===== config.mk =====
export PLATFORM = sky130hd
export DESIGN_NAME = ixt_requester
export DESIGN_NICKNAME = d
export VERILOG_FILES = /design/src/rtl/ixt_pkg.sv /design/src/rtl/ixt_req_stage.sv /design/src/rtl/ixt_inflight_q.sv /design/src/rtl/ixt_requester.sv
export SDC_FILE = /design/constraint.sdc
export NUM_CORES = 1
export LEC_CHECK = 0
export BUFFER_PORTS_ARGS = -buffer_cell sky130_fd_sc_hd__buf_2
export CAP_MARGIN = 5
export CORE_UTILIZATION = 28
export DETAILED_ROUTE_END_ITERATION = 10
export GPL_ROUTABILITY_DRIVEN = 0
export SYNTH_ARGS = -nofsm -noshare
export SYNTH_HDL_FRONTEND = slang
export SYNTH_SLANG_ARGS = --single-unit

===== constraint.sdc =====
create_clock -name clk -period 11.2 [get_ports clk]
set_input_delay 1.12 -clock clk [delete_from_list [all_inputs] [get_ports clk]]
set_output_delay 1.12 -clock clk [all_outputs]
set_load 0.05 [all_outputs]

===== src/rtl/ixt_pkg.sv =====
package ixt_pkg;

  // Per-access bookkeeping held while an access waits in its tag phase.
  typedef struct packed {
    logic is_store;
    logic dropped;
  } flight_flags_t;

endpackage


===== src/rtl/ixt_req_stage.sv =====
// Index-phase holding register: one access, held until the cache grants it.
module ixt_req_stage #(
  parameter int IDX_W  = 12,
  parameter int TAG_W  = 44,
  parameter int DATA_W = 64,
  parameter int BE_W   = DATA_W / 8
) (
  input  logic              clk,
  input  logic              rst_n,
  input  logic              load,
  input  logic              in_we,
  input  logic [IDX_W-1:0]  in_index,
  input  logic [TAG_W-1:0]  in_tag,
  input  logic [DATA_W-1:0] in_wdata,
  input  logic [BE_W-1:0]   in_be,
  input  logic              gnt,
  output logic              busy,
  output logic              out_we,
  output logic [IDX_W-1:0]  out_index,
  output logic [TAG_W-1:0]  out_tag,
  output logic [DATA_W-1:0] out_wdata,
  output logic [BE_W-1:0]   out_be
);

  logic busy_q, busy_d;

  always_comb begin
    busy_d = busy_q;
    if (load)
      busy_d = 1'b1;
    else if (gnt)
      busy_d = 1'b0;
  end

  always_ff @(posedge clk or negedge rst_n) begin
    if (!rst_n)
      busy_q <= 1'b0;
    else
      busy_q <= busy_d;
  end

  // Payload registers: clock-enabled, no reset needed.
  always_ff @(posedge clk) begin
    if (load) begin
      out_we    <= in_we;
      out_index <= in_index;
      out_tag   <= in_tag;
      out_wdata <= in_wdata;
      out_be    <= in_be;
    end
  end

  assign busy = busy_q;

  // a pending request is held, with its payload, until granted.
  a_r2_hold_until_grant: assert property (@(posedge clk) disable iff (!rst_n)
    busy_q && !gnt |=> busy_q && $stable(out_index) && $stable(out_wdata)
                        && $stable(out_we) && $stable(out_be));

endmodule


===== src/rtl/ixt_inflight_q.sv =====
// In-order queue of granted accesses waiting for their cache answer.
module ixt_inflight_q
  import ixt_pkg::*;
#(
  parameter int TAG_W = 44,
  parameter int DEPTH = 2
) (
  input  logic                           clk,
  input  logic                           rst_n,
  input  logic                           push,
  input  logic [TAG_W-1:0]               push_tag,
  input  logic                           push_store,
  input  logic                           pop,
  input  logic                           mark_drop,
  output logic                           head_valid,
  output logic [TAG_W-1:0]               head_tag,
  output flight_flags_t                  head_flags,
  output logic [$clog2(DEPTH+1)-1:0]     count
);

  localparam int PTR_W = (DEPTH > 1) ? $clog2(DEPTH) : 1;
  localparam int CNT_W = $clog2(DEPTH + 1);

  logic [TAG_W-1:0] tag_q [DEPTH];
  flight_flags_t    flg_q [DEPTH];
  logic [PTR_W-1:0] wr_q, wr_d, rd_q, rd_d;
  logic [CNT_W-1:0] cnt_q, cnt_d;

  always_comb begin
    wr_d  = wr_q;
    rd_d  = rd_q;
    cnt_d = cnt_q;
    if (push)
      wr_d = (wr_q == PTR_W'(DEPTH - 1)) ? '0 : wr_q + 1'b1;
    if (pop)
      rd_d = (rd_q == PTR_W'(DEPTH - 1)) ? '0 : rd_q + 1'b1;
    if (push && !pop)
      cnt_d = cnt_q + 1'b1;
    else if (pop && !push)
      cnt_d = cnt_q - 1'b1;
  end

  always_ff @(posedge clk or negedge rst_n) begin
    if (!rst_n) begin
      wr_q  <= '0;
      rd_q  <= '0;
      cnt_q <= '0;
    end else begin
      wr_q  <= wr_d;
      rd_q  <= rd_d;
      cnt_q <= cnt_d;
    end
  end

  for (genvar s = 0; s < DEPTH; s++) begin : g_slot
    logic          wr_hit;
    flight_flags_t flg_d;

    assign wr_hit = push && (wr_q == PTR_W'(s));

    always_comb begin
      flg_d = flg_q[s];
      if (wr_hit) begin
        flg_d.is_store = push_store;
        flg_d.dropped  = 1'b0;
      end else if (mark_drop && (rd_q == PTR_W'(s))) begin
        flg_d.dropped = 1'b1;
      end
    end

    always_ff @(posedge clk or negedge rst_n) begin
      if (!rst_n)
        flg_q[s] <= '0;
      else
        flg_q[s] <= flg_d;
    end

    always_ff @(posedge clk) begin
      if (wr_hit)
        tag_q[s] <= push_tag;
    end
  end

  assign head_valid = (cnt_q != '0);
  assign head_tag   = tag_q[rd_q];
  assign head_flags = flg_q[rd_q];
  assign count      = cnt_q;

  // a grant never lands on a full queue.
  a_r5_no_overflow: assert property (@(posedge clk) disable iff (!rst_n)
    push |-> (cnt_q < CNT_W'(DEPTH)));

  // occupancy stays within the configured depth.
  a_r5_count_bound: assert property (@(posedge clk) disable iff (!rst_n)
    cnt_q <= CNT_W'(DEPTH));

endmodule


===== src/rtl/ixt_requester.sv =====
// Two-phase (index, then tag) data-cache requester.
module ixt_requester
  import ixt_pkg::*;
#(
  parameter int IDX_W    = 12,
  parameter int TAG_W    = 44,
  parameter int DATA_W   = 64,
  parameter int BE_W     = DATA_W / 8,
  parameter int INFLIGHT = 2
) (
  input  logic              clk,
  input  logic              rst_n,
  input  logic              cmd_valid,
  output logic              cmd_ready,
  input  logic              cmd_we,
  input  logic [IDX_W-1:0]  cmd_index,
  input  logic [TAG_W-1:0]  cmd_tag,
  input  logic [DATA_W-1:0] cmd_wdata,
  input  logic [BE_W-1:0]   cmd_be,
  input  logic              abort_req,
  output logic              rsp_valid,
  output logic [DATA_W-1:0] rsp_rdata,
  output logic              cache_req,
  output logic [IDX_W-1:0]  cache_index,
  output logic [DATA_W-1:0] cache_wdata,
  output logic              cache_we,
  output logic [BE_W-1:0]   cache_be,
  input  logic              cache_gnt,
  output logic [TAG_W-1:0]  cache_tag,
  output logic              cache_tag_valid,
  output logic              cache_kill,
  input  logic              cache_rvalid,
  input  logic [DATA_W-1:0] cache_rdata
);

  localparam int CNT_W = $clog2(INFLIGHT + 1);
  localparam int SUM_W = CNT_W + 1;

  logic             stg_busy;
  logic [TAG_W-1:0] stg_tag;
  logic             take_cmd;
  logic             granted;
  logic             answered;
  logic             drop_now;
  logic             head_valid;
  logic [TAG_W-1:0] head_tag;
  flight_flags_t    head_flags;
  logic [CNT_W-1:0] q_count;
  logic [SUM_W-1:0] committed;

  // Slots already claimed after this cycle: queued accesses plus the one
  // waiting for a grant, minus the one answered now.
  always_comb begin
    committed = SUM_W'(q_count) + SUM_W'(stg_busy) - SUM_W'(answered);
    cmd_ready = (!stg_busy || cache_gnt) && (committed < SUM_W'(INFLIGHT));
  end

  assign take_cmd = cmd_valid && cmd_ready;
  assign granted  = stg_busy && cache_gnt;
  assign answered = cache_rvalid && head_valid;

  ixt_req_stage #(
    .IDX_W (IDX_W),
    .TAG_W (TAG_W),
    .DATA_W(DATA_W),
    .BE_W  (BE_W)
  ) u_stage (
    .clk      (clk),
    .rst_n    (rst_n),
    .load     (take_cmd),
    .in_we    (cmd_we),
    .in_index (cmd_index),
    .in_tag   (cmd_tag),
    .in_wdata (cmd_wdata),
    .in_be    (cmd_be),
    .gnt      (cache_gnt),
    .busy     (stg_busy),
    .out_we   (cache_we),
    .out_index(cache_index),
    .out_tag  (stg_tag),
    .out_wdata(cache_wdata),
    .out_be   (cache_be)
  );

  ixt_inflight_q #(
    .TAG_W(TAG_W),
    .DEPTH(INFLIGHT)
  ) u_flight (
    .clk       (clk),
    .rst_n     (rst_n),
    .push      (granted),
    .push_tag  (stg_tag),
    .push_store(cache_we),
    .pop       (answered),
    .mark_drop (cache_kill),
    .head_valid(head_valid),
    .head_tag  (head_tag),
    .head_flags(head_flags),
    .count     (q_count)
  );

  assign cache_req       = stg_busy;
  assign cache_tag       = head_tag;
  assign cache_tag_valid = head_valid;
  assign cache_kill      = abort_req && head_valid && !head_flags.dropped;
  assign drop_now        = head_flags.dropped || cache_kill;
  assign rsp_valid       = answered && !head_flags.is_store && !drop_now;
  assign rsp_rdata       = cache_rdata;

  // the tag phase is held until the cache answers.
  a_r4_tag_hold: assert property (@(posedge clk) disable iff (!rst_n)
    cache_tag_valid && !cache_rvalid |=> cache_tag_valid && $stable(cache_tag));

  // a grant always opens a tag phase in the following cycle.
  a_r4_tag_after_grant: assert property (@(posedge clk) disable iff (!rst_n)
    cache_req && cache_gnt |=> cache_tag_valid);

  // load data only leaves with a cache answer.
  a_r7_rsp_needs_rvalid: assert property (@(posedge clk) disable iff (!rst_n)
    rsp_valid |-> cache_rvalid && cache_tag_valid);

  // kill only in the tag phase.
  a_r8_kill_in_tag_phase: assert property (@(posedge clk) disable iff (!rst_n)
    cache_kill |-> cache_tag_valid);

  // one kill per access while it stays in its tag phase.
  a_r8_single_kill: assert property (@(posedge clk) disable iff (!rst_n)
    cache_kill && !cache_rvalid |=> !cache_kill);

endmodule


==> reports/metrics.cfg, run 1 <==
[outcome]
status = finished, final reports clean

[final_layout]
diodes = 0
syn_to_final_growth_pct = 26.7
seq_area_um2 = 6740
final_net_count = 809
drive_gt1_share_pct = 58.6
multiInputGateArea_um2 = 771
final_cell_area_um2 = 10200
nFillCells = 2750

[die]
initial_utilization_pct = 28.7
core_area_um2 = 28100
die_h_um = 172
dieArea_um2 = 29500
die_w_um = 172
fp-row-count = 61
io_pins = 397

[yosys]
yosysTopAreaCell = edfxtp_1
synth_mux_area_share_pct = 6.54
netlist_area_um2 = 8070
synth_xor_area_share_pct = 0.651
synth_top_family_by_area = buffers and inverters
ys_warn_count = 0
synth_fa_ha_area_share_pct = 0.558
ys_ff_latch = 226
yosys-top-cells-area = edfxtp_1 81%, mux2_2 6.4%, buf_4 6.0%
synth_area_per_cell_um2 = 21.4
synth-simple-area-share_pct = 1.21
syn-instance-count = 378
mappedNetlistNets = 580
yosysTopAreaCellShare_pct = 80.7
synth_cell_type_count = 28
synth-seq-area-share_pct = 83.5
synth-compound-area-share_pct = 0.387

[setup_path]
worst-path-buf-inv = 3
path_cells = or2_1, nand2_2, inv_1, ha_1, nand2b_1, fa_1, xnor2_1, nand2_1, nor3b_4, buf_4, buf_4
cpMaxStageDelayCell = buf_4
path_class = register to register
end_kind = register
r2r_setup_slack_ns = 7.09
max_stage_delay_ns = 0.81
crit_arrival_ns = 4.25
r2r-start = u_flight.count[1]$_DFFE_PN0P_
ff2ff_path_depth = 11
cp_top_family = buffers and inverters
worstPathRequired_ns = 11.34
reg2reg_to = u_stage.out_wdata[45]$_DFFE_PP_
critPathMaxFanout = 70
start_kind = register
cp_common_cell = buf_4

[route]
wl_per_cell_um = 17.6
via_per_inst = 3.99
drtAntennaViolNets = 0
drt-total-wl_mm = 17.7
dr_total_vias = 4002
drt_iter0_drc = 174
drc = 0
first_pass_iters = 4

[timing]
skew_ns = 0.0157
max_freq_mhz = 243
fin_ws_ns = 7.09
rsz0062_at_grt = no
hold_violations = 0
tightestPinTransition_ns = 0.936
max-slew-margin-rel_pct = 37.6
setup_violations = 0
fin_setup_tns_ns = 0
fin_crit_ns = 4.11
maxSlewViolCount = 0
fin_crit_sh_pct = 36.7

[global_routing]
first_global_vias = 4287
grt_overflow = 0
grt_pass1_wl_mm = 25.0
grt_usage_pct = 11.6
antenna_found_initial = 0
grt_max_degree = 71

[clock_tree]
clk_latency_ns = 0.52
ctsResizeCount = 0
cts-root-buf = clkbuf_16
clkTransAtPathRegs_ns = 0.06
postCtsHoldBufs = 0
clock_path_buffers = 3
cts_tree = yes
numCtsBuffers = 25
post_cts_buffers = 0
cts_sinks = 226
h-tree-depth = 1

[placed_design]
place_ws_ns = 6.51
dp_hpwl_mm = 11.8
place_area_um2 = 9370
port-buffer-count = 268

[worst_hold_path]
hp-class = input port to async pin

[flow_run]
drv_cap = 0

[power]
pwr_density_cell_nw_per_um2 = 320
vdd_ir_drop_max_uv = 166
leakagePower_uw = 0.00388

-- layout by cell type (no fill, tap or decap), types with 2 or more instances in the layout --
master,n
clkinv_1,3
dfrtp_1,8
a21oi_1,3
buf_4,4
mux2_2,46
xor2_1,2
ha_1,2
nand2_1,2
clkinvlp_4,4
nor2_1,5
buf_2,268
clkbuf_16,25
inv_1,4
edfxtp_1,217
bufinv_16,4
clkinv_4,2
inv_6,3
clkinv_2,4
xnor2_1,4
-- synth_stat cells (all sizes together) --
cell,instances
nand2b,1
and2,1
a21oi,3
fa,1
and3,1
o21a,1
xor2,2
nor2,6
buf,66
mux2,46
dfrtp,9
inv,4
or2,1
ha,2
mux2i,1
nand2,3
nor3,2
clkbuf,4
edfxtp,217
a31o,1
xnor2,4
nor2b,1
nor3b,1
-- metal layers --
metal	GRT usage, %	vias to the layer above	wire, µm
li1	-	1827	-
met1	12.2	1904	6430
met2	19.5	223	8520
met3	5.78	48	2190
met4	5.31	0	555
met5	0	-	0
-- cell type report --
type / instances / share of cell area [%]
clock inverters: 20 / 2.20
repair buffers: 272 / 13.4
inverters: 4 / 0.147
multi-input cells: 78 / 7.54
well taps: 378 / 4.62
clock buffers: 26 / 6.15
flip-flops and latches: 226 / 65.9
-- cells by family (layout without fill, tap and decap cells) --
group / Yosys count / count (layout)
flops: 226 / 226
mux: 47 / 47
fa+ha+maj: 3 / 3
buf+inv: 74 / 322
xor+xnor: 6 / 6
simple gates: 17 / 17
compound gates: 5 / 5
-- per-stage QoR --
stage | utilization [%] | std cells | power (µW) | hold slack [ns]
6_report | 36.4 | 1004 | 3270 | 0.439
5_1_grt | 36.4 | 1004 | 3420 | 0.419
4_1_cts | 36.4 | 1004 | 3330 | 0.414
3_5_place_dp | 33.4 | 958 | 2470 | 0.429
3_3_place_gp | 33.4 | 958 | 2460 | 0.422
2_1_floorplan | - | 378 | 2280 | 0.421
-- state kept, by name (all words and copies together) (netlist names) --
name / count
u_flight.wr_q: 1
u_stage.out_be: 8
u_flight.rd_q: 1
u_stage.out_tag: 44
u_stage.out_index: 12
u_stage.busy: 1
u_stage.out_we: 1
u_flight.count: 2
u_flight.flg_q: 4
u_flight.tag_q: 88
u_stage.out_wdata: 64
-- where the power goes --
| part | internal, µW | switching (µW) | leakage [µW] | total, µW |
|---|---|---|---|---|
| combinational | 234 | 888 | 0.00138 | 1120 |
| clock | 505 | 333 | 0.000409 | 838 |
| sequential | 1240 | 70.8 | 0.00208 | 1310 |
| total | 1980 | 1290 | 0.00388 | 3270 |
-- worst max path at each step --
| stage | start | to | slack [ns] | cells after the start |
|---|---|---|---|---|
| 6_report | u_flight.count[1]$_DFFE_PN0P_ | u_stage.out_wdata[45]$_DFFE_PP_ | 7.09 | 11 |
| 5_1_grt | u_flight.count[1]$_DFFE_PN0P_ | u_stage.out_wdata[6]$_DFFE_PP_ | 6.72 | 11 |
| 4_1_cts | u_flight.count[1]$_DFFE_PN0P_ | u_stage.out_wdata[56]$_DFFE_PP_ | 6.97 | 11 |
| 3_5_place_dp | cache_rvalid | u_stage.out_wdata[13]$_DFFE_PP_ | 6.51 | 11 |
| 3_3_place_gp | cache_rvalid | u_stage.out_wdata[40]$_DFFE_PP_ | 6.54 | 11 |
| 2_1_floorplan | cache_rvalid | u_stage.out_be[0]$_DFFE_PP_ | 3.33 | 8 |
Note: power is estimated with default switching activity, not from simulation.
==> run 2, diff against run 1 <==
- clock period: 11.2 -> 3.5 ns (I/O delays scaled with it)
==> reports/metrics.cfg, run 2 (same netlist as run 1, synthesis figures left out) <==
[outcome]
status = finished, final reports clean

[placed_design]
port-buffer-count = 268  ; unchanged
dp_hpwl_mm = 11.9  ; +0.64%
place_area_um2 = 9490  ; +1.3%

[final_layout]
diodes = 0  ; unchanged
top_regs = u_flight.tag_q (88), u_stage.out_wdata (64), u_stage.out_tag (44)
nFillCells = 2552  ; -7.2%
seq_area_um2 = 6740  ; about the same
final_cell_area_um2 = 11500  ; +12%
regMostFlops = u_flight.tag_q
largest_reg_flops = 88  ; unchanged
layout_commonest_cell = buf_2
syn_to_final_growth_pct = 42.2
final_net_count = 931  ; +15%
multiInputGateArea_um2 = 811  ; +5.2%
drive_gt1_share_pct = 49.2  ; -9.4 points
final_cell_mix = 268 x buf_2, 217 x edfxtp_1, 120 x dlygate4sd3_1

[timing]
tightestPinTransition_ns = 0.733  ; -0.203 ns
rsz0062_at_grt = no
max_freq_mhz = 324
fin_crit_ns = 3.08
fin_crit_sh_pct = 88.1
fin_hold_ws_ns = 0.0347  ; -0.404 ns
skew_ns = 0.0114  ; -0.00428 ns
max-slew-margin-rel_pct = 51.1  ; +14 points
maxSlewViolCount = 0  ; unchanged
hold_violations = 0  ; unchanged
setup_violations = 0  ; unchanged

[route]
drt-total-wl_mm = 18.7  ; +6.0%
dr_total_vias = 4497  ; +12%
drtAntennaViolNets = 0  ; unchanged
first_pass_iters = 4  ; unchanged
drc = 0  ; unchanged
drt_iter0_drc = 147  ; -16%
wl_per_cell_um = 16.7  ; -5.3%
via_per_inst = 4.00  ; +0.37%

[setup_path]
worst-path-buf-inv = 2  ; -1
start_kind = register
max_stage_delay_ns = 0.46  ; -0.35 ns
r2r_setup_slack_ns = 0.50  ; -6.59 ns
reg2reg_to = u_stage.out_wdata[60]$_DFFE_PP_
worstPathRequired_ns = 3.15  ; -8.19 ns
ff2ff_path_depth = 11  ; unchanged
cpMaxStageDelayCell = dfrtp_2
critPathMaxFanout = 5  ; -93%
path_class = register to output port
path_cells = or2_4, nand2_4, inv_2, ha_4, nand2b_4, fa_2, xnor2_2, nand2_2, nor2_1, buf_2
r2r-start = u_flight.count[1]$_DFFE_PN0P_
cp_top_family = simple AND/OR/NAND/NOR gates
end_kind = output port
crit_arrival_ns = 2.73  ; -1.52 ns

[power]
p_total_uw = 10600  ; +220%
pwr_density_cell_nw_per_um2 = 922  ; +190%
leakagePower_uw = 0.00439  ; +13%
vdd_ir_drop_max_uv = 668  ; +300%

[global_routing]
grt_pass1_wl_mm = 26.1  ; +4.7%
grt_use_met3_pct = 5.22  ; -0.55 points
use_met1_pct = 12.7  ; +0.48 points
met2_usage_pct = 20.9  ; +1.4 points
grt_overflow = 0  ; unchanged
first_global_vias = 4753  ; +11%
grt_busiest_layer = met2
grt_usage_pct = 11.9  ; +0.28 points
grt_max_degree = 51  ; -28%
antenna_found_initial = 0  ; unchanged

[worst_hold_path]
min_from = cmd_tag[37]
whs_path_depth = 1
hp-class = input port to register
hold_end = u_stage.out_tag[37]$_DFFE_PP_

[clock_tree]
cts_tree = yes
h-tree-depth = 1  ; unchanged
cts_sinks = 226  ; unchanged
numCtsBuffers = 25  ; unchanged
cts-root-buf = clkbuf_16
clkTransAtPathRegs_ns = 0.05  ; about the same
ctsResizeCount = 0  ; unchanged
clk_latency_ns = 0.51  ; about the same
clock_path_buffers = 3  ; unchanged

[die]
die_h_um = 172  ; unchanged
initial_utilization_pct = 28.7  ; unchanged
fp-row-count = 61  ; unchanged
io_pins = 397  ; unchanged
core_area_um2 = 28100  ; unchanged
die_w_um = 172  ; unchanged
dieArea_um2 = 29500  ; unchanged

[flow_run]
drv_cap = 0  ; unchanged

==> run 2: cell count changes in the layout (fill, tap and decap cells not counted), moves of 2 or more <==
cell,change
clkinv_2,-2
clkbuf_1,+4
buf_4,-3
dlygate4sd3_1,+120
buf_12,+5
clkinv_1,+4
clkinv_4,-2
inv_6,-2
clkinvlp_4,-3
==> run 2: final cells by class <==
| class | count | area share (%) |
|---|---|---|
| well taps | 378 | 4.12 |
| multi-input cells | 78 | 7.06 |
| inverters | 4 | 0.131 |
| repair buffers | 394 | 23.1 |
| clock inverters | 14 | 1.24 |
| flip-flops and latches | 226 | 58.7 |
| clock buffers | 30 | 5.61 |
==> run 2: worst max-delay path by stage <==
stage / from / to / slack, ns / cells after the start
2_1_floorplan: u_flight.count[1]$_DFFE_PN0P_ / u_stage.out_be[0]$_DFFE_PP_ / -2.13 / 9
3_3_place_gp: u_flight.count[1]$_DFFE_PN0P_ / u_stage.out_tag[29]$_DFFE_PP_ / 0.54 / 11
3_5_place_dp: u_flight.count[1]$_DFFE_PN0P_ / u_stage.out_wdata[28]$_DFFE_PP_ / 0.48 / 11
4_1_cts: u_flight.count[1]$_DFFE_PN0P_ / cmd_ready / 0.36 / 10
5_1_grt: u_flight.count[0]$_DFFE_PN0P_ / cmd_ready / 0.28 / 10
6_report: u_flight.count[1]$_DFFE_PN0P_ / cmd_ready / 0.42 / 10
==> run 2: report_power, final <==
group	switching (µW)	total [µW]	leakage [µW]	internal, µW
Combinational	2890	3860	0.00192	972
Sequential	249	4200	0.00208	3950
Clock	991	2510	0.000380	1520
Total	4130	10600	0.00439	6450
==> run 2: worst register-to-register path, delay by kind of cell, from the launching register on <==
kind | cells | cell delay (ns)
simple gates | 5 | 0.81
fa+ha+maj | 2 | 0.58
buf+inv | 3 | 0.61
xor+xnor | 1 | 0.19
flops | 1 | 0.46
==> run 2: metrics by stage <==
stage          TNS, ns  util [%]  std cells  setup slack [ns]
6_report             0      40.9       1124             0.417
4_1_cts              0      40.9       1124             0.363
2_1_floorplan  -275.10         -        378             -2.13
3_3_place_gp         0      33.8        960             0.535
3_5_place_dp         0      33.8        960             0.478
5_1_grt              0      40.9       1124             0.283
==> run 2: layer usage <==
metal | part of all wire, % | vias up
li1 | - | 2074
met1 | 37 | 2149
met2 | 50 | 238
met3 | 11 | 36
met4 | 1.9 | 0
met5 | 0 | -
==> run 2: timing repair <==
action,in CTS,in global routing
endpoints found under the hold margin,128,0
buffers inserted,0,0
hold buffers,120,0
==> run 3, diff against run 2 <==
- PLACE_DENSITY: unset -> 0.59
- REMOVE_ABC_BUFFERS: unset -> 1
==> reports/metrics.cfg, run 3 (same netlist as run 1, synthesis figures left out) <==
[timing]
maxSlewViolCount = 0  ; unchanged
setup_violations = 0  ; unchanged
fin_crit_ns = 3.20  ; +0.120 ns
max-slew-margin-rel_pct = 44.5  ; -6.6 points
fin_setup_tns_ns = 0  ; unchanged
tightestPinTransition_ns = 0.830  ; +0.0972 ns
hold_violations = 0  ; unchanged
max_freq_mhz = 312  ; -3.7%
fin_hold_ws_ns = 0.0275  ; -0.00713 ns
fin_crit_sh_pct = 91.5  ; +3.4 points
rsz0062_at_grt = no
skew_ns = 0.00811  ; -0.00328 ns

[clock_tree]
cts_tree = yes
h-tree-depth = 1  ; unchanged
post_cts_buffers = 0  ; unchanged
cts_sinks = 226  ; unchanged
clock_path_buffers = 3  ; unchanged
clkTransAtPathRegs_ns = 0.06  ; about the same
numCtsBuffers = 25  ; unchanged
clk_latency_ns = 0.51  ; about the same
cts-root-buf = clkbuf_16

[route]
drt-total-wl_mm = 22.2  ; +19%
wl_per_cell_um = 19.9  ; +19%
drt_iter0_drc = 190  ; +29%
drc = 0  ; unchanged
dr_total_vias = 4643  ; +3.2%
drtAntennaViolNets = 0  ; unchanged
via_per_inst = 4.15  ; +3.8%
first_pass_iters = 4  ; unchanged

[placed_design]
dp_hpwl_mm = 14.8  ; +25%
port-buffer-count = 268  ; unchanged
place_area_um2 = 9450  ; -0.42%

[setup_path]
critPathMaxFanout = 5  ; unchanged
crit_arrival_ns = 2.85  ; +0.12 ns
setup.worst_path.end = cmd_ready
worstPathRequired_ns = 3.15  ; about the same
reg2reg_to = u_stage.out_wdata[58]$_DFFE_PP_
start_kind = register
setup.worst_path.start = u_flight.count[1]$_DFFE_PN0P_
r2r_setup_slack_ns = 0.35  ; -0.15 ns
end_kind = output port
r2r-start = u_flight.count[1]$_DFFE_PN0P_
ff2ff_path_depth = 11  ; unchanged
path_class = register to output port

[global_routing]
grt_overflow = 0  ; unchanged
grt_pass1_wl_mm = 30.7  ; +18%
grt_usage_pct = 14.8  ; +2.9 points
antenna_found_initial = 1  ; +1
grt_max_degree = 47  ; -7.8%
first_global_vias = 4938  ; +3.9%

[worst_hold_path]
hp-class = input port to register

[die]
die_h_um = 172  ; unchanged
die_w_um = 172  ; unchanged
core_area_um2 = 28100  ; unchanged
fp-row-count = 61  ; unchanged
dieArea_um2 = 29500  ; unchanged
io_pins = 397  ; unchanged
initial_utilization_pct = 28.7  ; unchanged

[final_layout]
seq_area_um2 = 6740  ; about the same
largest_reg_flops = 88  ; unchanged
regMostFlops = u_flight.tag_q
nFillCells = 2601  ; +1.9%
multiInputGateArea_um2 = 764  ; -5.7%
final_cell_mix = 267 x buf_2, 217 x edfxtp_1, 112 x dlygate4sd3_1
utilization_pct = 40.5  ; -0.40 points
final_cell_area_um2 = 11400  ; -0.97%
top_regs = u_flight.tag_q (88), u_stage.out_wdata (64), u_stage.out_tag (44)
final_net_count = 924  ; -0.75%
layout_commonest_cell = buf_2
syn_to_final_growth_pct = 40.8
drive_gt1_share_pct = 48.9  ; -0.28 points
diodes = 0  ; unchanged

[flow_run]
drv_cap = 0  ; unchanged

[power]
pwr-share-comb_pct = 35.6  ; -0.9 points
power.internal_uw = 6420  ; -0.40%
p_clk_share_pct = 24.0  ; +0.2 points
seq_power_share_pct = 40.4  ; +0.7 points
switching_share_pct = 39.1  ; +0.10 points
pwr_density_cell_nw_per_um2 = 928  ; +0.74%
vdd_ir_drop_max_uv = 534  ; -20%
leakagePower_uw = 0.00435  ; -0.82%
switchingPower_uw = 4130  ; about the same

[outcome]
status = finished, final reports clean

## run 3: cell types whose count changed in the layout (fill, tap and decap cells not counted), sizes merged
cell	before	now
clkbuf	30	34
clkinv	9	8
dlygate4sd3	120	112
inv	5	4
## run 3: power by group through the flow
stage / Clock [µW] / Sequential [µW] / Combinational, µW
6_report: 2540 / 4260 / 3750
5_1_grt: 2730 / 4350 / 3950
4_1_cts: 2630 / 4270 / 3790
3_5_place_dp: 0 / 4320 / 3690
3_3_place_gp: 0 / 4290 / 3690
2_1_floorplan: 0 / 4320 / 1320
## run 3: area by class of cell
cell class	count	share of cell area [%]
clock buffer	33	5.77
clock inverter	12	1.21
inverter	4	0.132
multi-input combinational	78	6.72
sequential	226	59.3
tap	378	4.16
timing repair buffer	387	22.7
## run 3: worst min path at each step
stage	start	to	slack, ns	cells after the start
6_report	cmd_tag[3]	u_stage.out_tag[3]$_DFFE_PP_	0.03	1
5_1_grt	cmd_tag[2]	u_stage.out_tag[2]$_DFFE_PP_	0.0005	1
4_1_cts	cmd_tag[37]	u_stage.out_tag[37]$_DFFE_PP_	0.0003	1
3_5_place_dp	rst_n	u_flight.count[0]$_DFFE_PN0P_	0.22	1
3_3_place_gp	rst_n	u_stage.busy$_DFFE_PN0P_	0.23	1
2_1_floorplan	rst_n	u_flight.count[0]$_DFFE_PN0P_	0.05	0
## run 3: worst max-delay path, stage by stage (launching register included)
cell      delay [ns]
dfrtp_1         0.45
or2_1           0.28
nand2_2         0.12
inv_1           0.06
ha_1            0.27
nand2b_1        0.15
fa_1            0.39
xnor2_1         0.19
nand2_1         0.11
nor2_1          0.10
clkbuf_4        0.23
## run 3: routing by layer
layer	track usage, %	routed length (µm)
met1	16.5	8650
met5	5.57	199
met2	20.9	9210
met4	4.31	485
met3	11.7	3700
## run 3: per-stage QoR
stage               total power, µW  cells  setup WS, ns
floorplan                      5640    308         -8.81
global placement               7980    961         0.367
detailed placement             8010    961         0.322
CTS                           10700   1113         0.215
global route                  11000   1118       0.00922
finish                        10600   1118         0.297
## run 3: repair_timing
item | CTS | global route
setup endpoints to repair | 0 | 1
hold buffers | 107 | 5
hold endpoints to repair | 115 | 5
gates resized for setup | 0 | 1
